===== config.mk =====
export PLATFORM = sky130hd
export DESIGN_NAME = cache_port_limiter
export DESIGN_NICKNAME = d
export VERILOG_FILES = /design/src/rtl/cpl_pkg.sv /design/src/rtl/port_budget.sv /design/src/rtl/blocked_tracker.sv /design/src/rtl/cache_port_limiter.sv
export SDC_FILE = /design/constraint.sdc
export NUM_CORES = 1
export LEC_CHECK = 0
export BUFFER_PORTS_ARGS = -buffer_cell sky130_fd_sc_hd__buf_2
export CAP_MARGIN = 20
export CORE_AREA = 2 2 39 41
export CTS_BUF_LIST = sky130_fd_sc_hd__clkbuf_16
export CTS_CLUSTER_DIAMETER = 200
export CTS_CLUSTER_SIZE = 30
export DETAILED_ROUTE_END_ITERATION = 12
export DIE_AREA = 0 0 41 43
export SLEW_MARGIN = 20
export SYNTH_ARGS = -nofsm -noshare
export SYNTH_HDL_FRONTEND = slang
export SYNTH_SLANG_ARGS = --single-unit

===== constraint.sdc =====
create_clock -name clk_i -period 3.05 [get_ports clk_i]
set_clock_uncertainty 0.2 [all_clocks]
set_input_delay 0.7625 -clock clk_i [delete_from_list [all_inputs] [get_ports clk_i]]
set_output_delay 0.7625 -clock clk_i [all_outputs]
set_load 0.03 [all_outputs]

===== src/rtl/cpl_pkg.sv =====
package cpl_pkg;
  typedef struct packed {
    logic set;
    logic retry;
    logic takeover;
  } blk_ctrl_t;
endpackage


===== src/rtl/port_budget.sv =====
module port_budget #(
  parameter int LIMIT = 2,
  localparam int CW = $clog2(LIMIT + 1)
) (
  input  logic          clk_i,
  input  logic          rst_ni,
  input  logic          clear_i,
  input  logic [CW-1:0] claim_i,
  output logic [CW-1:0] used_o,
  output logic          avail_o
);
  localparam logic [CW:0] LIM_W = (CW+1)'(LIMIT);

  logic [CW-1:0] used_q, base;
  logic [CW:0]   sum;
  logic [CW-1:0] used_d;

  assign base   = clear_i ? '0 : used_q;
  assign sum    = {1'b0, base} + {1'b0, claim_i};
  // saturate at the limit
  assign used_d = (sum > LIM_W) ? LIM_W[CW-1:0] : sum[CW-1:0];

  always_ff @(posedge clk_i or negedge rst_ni) begin
    if (!rst_ni) used_q <= '0;
    else         used_q <= used_d;
  end

  assign used_o  = used_q;
  assign avail_o = ({1'b0, used_q} < LIM_W);

  AST_NO_OVERCLAIM: assert property (@(posedge clk_i) disable iff (!rst_ni)
    ({1'b0, base} + {1'b0, claim_i}) <= LIM_W);
  AST_CLEAR_ZERO: assert property (@(posedge clk_i) disable iff (!rst_ni)
    (clear_i && claim_i == '0) |=> (used_o == '0));
  AST_HOLD_IDLE: assert property (@(posedge clk_i) disable iff (!rst_ni)
    (!clear_i && claim_i == '0) |=> $stable(used_o));
endmodule


===== src/rtl/blocked_tracker.sv =====
module blocked_tracker
  import cpl_pkg::*;
(
  input  logic      clk_i,
  input  logic      rst_ni,
  input  blk_ctrl_t ctrl_i,
  output logic      blocked_o
);
  logic blk_q;

  always_ff @(posedge clk_i or negedge rst_ni) begin
    if (!rst_ni)                               blk_q <= 1'b0;
    else if (ctrl_i.retry || ctrl_i.takeover)  blk_q <= 1'b0;  // clear wins
    else if (ctrl_i.set)                       blk_q <= 1'b1;
  end

  assign blocked_o = blk_q;

  AST_RETRY_CLEARS: assert property (@(posedge clk_i) disable iff (!rst_ni)
    ctrl_i.retry |=> !blocked_o);
  AST_SET_STICKS: assert property (@(posedge clk_i) disable iff (!rst_ni)
    (ctrl_i.set && !ctrl_i.retry && !ctrl_i.takeover) |=> blocked_o);
  AST_BLOCK_CAUSE: assert property (@(posedge clk_i) disable iff (!rst_ni)
    $rose(blocked_o) |-> $past(ctrl_i.set));
endmodule


===== src/rtl/cache_port_limiter.sv =====
module cache_port_limiter
  import cpl_pkg::*;
#(
  parameter int LD_PORTS = 2,
  parameter int ST_PORTS = 1,
  localparam int LD_CW = $clog2(LD_PORTS + 1),
  localparam int ST_CW = $clog2(ST_PORTS + 1)
) (
  input  logic             clk_i,
  input  logic             rst_ni,
  input  logic             tick_i,
  input  logic [LD_CW-1:0] ld_claim_i,
  input  logic [ST_CW-1:0] st_claim_i,
  input  logic             blk_set_i,
  input  logic             retry_i,
  input  logic             takeover_i,
  output logic             ld_avail_o,
  output logic             st_avail_o,
  output logic [LD_CW-1:0] ld_used_o,
  output logic [ST_CW-1:0] st_used_o,
  output logic             blocked_o,
  output logic             wake_o
);
  blk_ctrl_t ctrl;

  port_budget #(.LIMIT(LD_PORTS)) u_ld (
    .clk_i, .rst_ni,
    .clear_i (tick_i),
    .claim_i (ld_claim_i),
    .used_o  (ld_used_o),
    .avail_o (ld_avail_o)
  );

  port_budget #(.LIMIT(ST_PORTS)) u_st (
    .clk_i, .rst_ni,
    .clear_i (tick_i | takeover_i),
    .claim_i (st_claim_i),
    .used_o  (st_used_o),
    .avail_o (st_avail_o)
  );

  assign ctrl = '{set: blk_set_i, retry: retry_i, takeover: takeover_i};

  blocked_tracker u_blk (
    .clk_i, .rst_ni,
    .ctrl_i    (ctrl),
    .blocked_o (blocked_o)
  );

  // loads throttled by the port budget, not by a blocked cache
  assign wake_o = (tick_i && !ld_avail_o && !blocked_o) || retry_i;

  AST_TKO_KEEPS_LD: assert property (@(posedge clk_i) disable iff (!rst_ni)
    (takeover_i && !tick_i && ld_claim_i == '0) |=> $stable(ld_used_o));
  AST_TKO_CLEARS: assert property (@(posedge clk_i) disable iff (!rst_ni)
    takeover_i |=> !blocked_o);
endmodule


# --- Yosys cells after proc, flatten, opt, wreduce, memory -nomap -nowiden ---
# Index checks and enable logic that the tools add are counted.
# Widths: inputs -> output; s select.
totals:
  romBits: 0
  register_bits: 4
  in_bits: 9
  ram_bits: 0
  n_memories: 0
  latchBits: 0
op_classes:
  shifts: 0
  multipliers: 0
  add_sub_neg: 2
  bitwise_logic: 1
  n_div: 0
  reduce_logical: 7
  n_eq_ne: 0
  mux: 6
  n_lt_le_gt_ge: 4
op_table:
  columns: ["cell", "count"]
  rows:
  - ["$mux 1", 4]
  - ["$mux 2", 2]
  - ["$add 2x2->3", 1]
  - ["$gt 3x2->1 const B", 1]
  - ["$add 1x1->2", 1]
  - ["$gt 2x1->1 const B", 1]
  - ["$logic_and 1x1->1", 2]
  - ["$logic_not 1->1", 2]
  - ["$logic_or 1x1->1", 2]
  - ["$lt 2x2->1 const B", 1]
  - ["$reduce_bool 2->1", 1]
  - ["$lt 1x1->1 const B", 1]
  - ["$or 1x1->1", 1]

# --- Logic depth before layout (Yosys ltp) ---
depth:
  depth_word: 5
  ltp_mapped: 5
  depth_no_buf: 5

# --- Hierarchy ---
# A second synthesis with hierarchy kept.
unflattened:
  cells_unflattened: 18
  area_unflattened_um2: 209.0
modules_own_cells:
  columns: ["mod", "seq_area_each_um2", "area_each_um2", "instances", "cells_per_inst"]
  rows:
  - ["port_budget (u_ld)", 50.0, 112.6, 1, 9]
  - ["port_budget (u_st)", 25.0, 40.0, 1, 3]
  - ["blocked_tracker", 25.0, 38.8, 1, 3]
  - ["cache_port_limiter", 0.0, 17.5, 1, 3]

# --- Worst setup path before layout ---
# OpenSTA, ideal clock, no wires.
synth_path:
  path_kind: "input port to output port"
  from: "input tick_i"
  to: "output wake_o"
  required_ns: 2.088
  path_stages: 2
  arrival_ns: 1.287
  path_slack_ns: 0.801
  cell_sequence: "nand2_1 -> o21bai_1"
synth_via:
  elab_chain_cells: 3
synth_lines:
  columns: ["element", "line", "text"]
  rows:
  - ["start, declared", "cache_port_limiter.sv:11", "input logic tick_i,"]
  - ["$logic_and 1x1->1 (2 in a row)", "cache_port_limiter.sv:51", "assign wake_o = (tick_i && !ld_avail_o && !blocked_o) || retry_i;"]
  - ["$logic_or 1x1->1", "cache_port_limiter.sv:51", null]
  - ["end, declared", "cache_port_limiter.sv:22", "output logic wake_o"]
# No other way between the ends.

# --- Worst setup path in the final report ---
# Ends and elaborated chain as after synthesis.

==> flow_metrics.tcl <==
set metrics [dict create \
    syn_area_sq_um 200 \
    wl_microns 464 \
    final_max_slew_viol_count 0 \
    row_count 14 \
    ys_seq_area_frac 0.500 \
    yosysUniqueCellTypes 12 \
    vias_per_cell 3.60 \
    syn_to_final_growth_pct 85.0 \
    final_util 0.268 \
    yosysTopAreaCell "dfrtp_1" \
    r2r_slack_ns 1.34 \
    fin_crit_sh 0.724 \
    layout.nets 50 \
    synth_seq_cells 4 \
    die_h_microns 43 \
    clock.fmax_mhz 453 \
    synth_edf_count 0 \
    top_layer "met3" \
    drt_pass1_iterations 2 \
    grt_pass1_vias 186 \
    io_pins 16 \
    track_usage 0.0655 \
    gp_congestion 0.521 \
    grt_pass1_wl_microns 669 \
    route.met3.wl_microns 46 \
    path_max_fanout 4 \
    io_buffers 15 \
    ff2ff_path_depth 5 \
    rsz0062_at_grt "false" \
    grt_max_degree 5 \
    maxSlewHeadroom 0.866 \
    antenna_left 0 \
    worst-setup-path-type "primary input to primary output" \
    antenna_found_initial 0 \
    power_density_mw_per_mm2 963 \
    timing.hold.ws_ns 0.135 \
    cp-end-kind "primary output" \
    final.min_clock_period_ns 2.21 \
    ys_top_cells_by_count "dfrtp_1 (4), inv_1 (4), nor2_1 (2)" \
    leakage_nw 0.208 \
    num_vias 191 \
    syn_nets 30 \
    worst-slew-pin-transition_ns 0.199 \
    worstSkewPairLatency_ns 0.22 \
    worstReg2RegStart "u_ld.used_o[0]" \
    syn_inst 19 \
    ys_top_cells_by_area "dfrtp_1 (50%), fa_1 (10%), inv_1 (7.5%), ha_1 (6.3%), or2_4 (4.4%)" \
    wl_met1_microns 174 \
    setup_viol 0 \
    fin_area_sq_um 370 \
    outcome "finished, final reports clean" \
    tns_ns 0 \
    synthArstFlopShare 1.00 \
    cts_resized 0 \
    htreeDepth 1 \
    drc_errors 0 \
    placed_cell_area_sq_um 295 \
    die_w_microns 41 \
    peakVddDrop_mv 0.173 \
    arrival_ns 1.24 \
    cts_tree "done" \
    synth_top_cell_area_share 0.500 \
    overflow 0 \
    synth_flop_cell "dfrtp_1" \
    die-area_sq_mm 0.00176 \
    instances_no_fill 53 \
    coreArea_sq_mm 0.00138 \
    dr_wl_met2_microns 243 \
    drive_gt1_frac 0.541 \
    hp-class "primary input to asynchronous set/reset pin" \
    cts_buffers 3 \
    syn_avg_cell_area_sq_um 10.5 \
    cap_violations 0 \
    crit_path_start_kind "primary input" \
    drtIter0Drc 3 \
    cts_sinks 4 \
    num_antenna_cells 0 \
    crit_required_ns 2.09 \
    post_cts_buffers 0 \
    clk_pin_slew_ns 0.03 \
    placed_cells 50 \
    cts_hold_buf 0 \
    finalHoldViolations 0 \
    cts_buffer_depth 2 \
    cts-root-buf "clkbuf_16" \
    ys_warn_count 0 \
    r2r-end "u_ld.used_o[0]" \
    initial_utilization 0.145 \
    dp_hpwl_microns 374 \
    wl_per_cell_microns 8.75 \
]
## cell families (layout without fill, tap and decap cells)
family                   count (synthesis)  count (layout)  share of synthesized area
AND/OR/NAND/NOR                          7               7                      0.188
flip-flops                               4               4                      0.500
adder cells (fa/ha/maj)                  2               2                      0.162
buffers and inverters                    4              22                     0.0750
AO/OA/AOI/OAI                            2               2                     0.0750
## layout by cell type (no fill, tap or decap)
master and count:
nor2_1 2, ha_1 1, o31ai_1 1, nor3_1 1, clkbuf_16 3, or2_4 1, dfrtp_1 4, nor2b_1 1
inv_1 4, buf_2 15, nand2_1 1, fa_1 1, nor2_2 1, o21bai_1 1
## where the power goes
part	internal, mW	total, mW	switching (mW)	leakage, nW
clock network	0.167	0.203	0.0352	0.0370
logic	0.0297	0.0860	0.0563	0.122
registers	0.0628	0.0680	0.00517	0.0489
## metal layers
metal | vias to the layer above | global-route usage
met5 | - | 0
met4 | 0 | 0.0800
met3 | 0 | 0.0471
met2 | 8 | 0.0813
met1 | 89 | 0.0586
li1 | 94 | -
## per-stage QoR
step	setup slack (ns)	power [mW]
floorplan	0.801	0.128
global placement	0.859	0.156
detailed placement	0.833	0.156
finish	0.843	0.357
global route	0.804	0.374
CTS	0.831	0.363
## critical path: stages
cell and delay, ns:
buf_2 0.11, nand2_1 0.05, o21bai_1 0.11, buf_2 0.21
## registers in the layout, summed over array words and instances, names as in the netlist
register,flops
u_st.used_o,1
u_blk.blocked_o,1
u_ld.used_o,2
## area by class of cell
class / instances / area (sq um)
clock buffers: 3 / 75.1
fillers: 164 / 1010
inverters: 4 / 15.0
multi-input cells: 11 / 85.1
flip-flops and latches: 4 / 100
well taps: 16 / 20.0
repair buffers: 15 / 75.1
## worst max path at each step
stage          slack (ns)  cells after the start      to    from
2_1_floorplan        0.80                      2  wake_o  tick_i
3_3_place_gp         0.86                      4  wake_o  tick_i
3_5_place_dp         0.83                      4  wake_o  tick_i
4_1_cts              0.83                      4  wake_o  tick_i
5_1_grt              0.80                      4  wake_o  tick_i
6_report             0.84                      4  wake_o  tick_i
No activity file was read; power rests on OpenSTA's default activity.
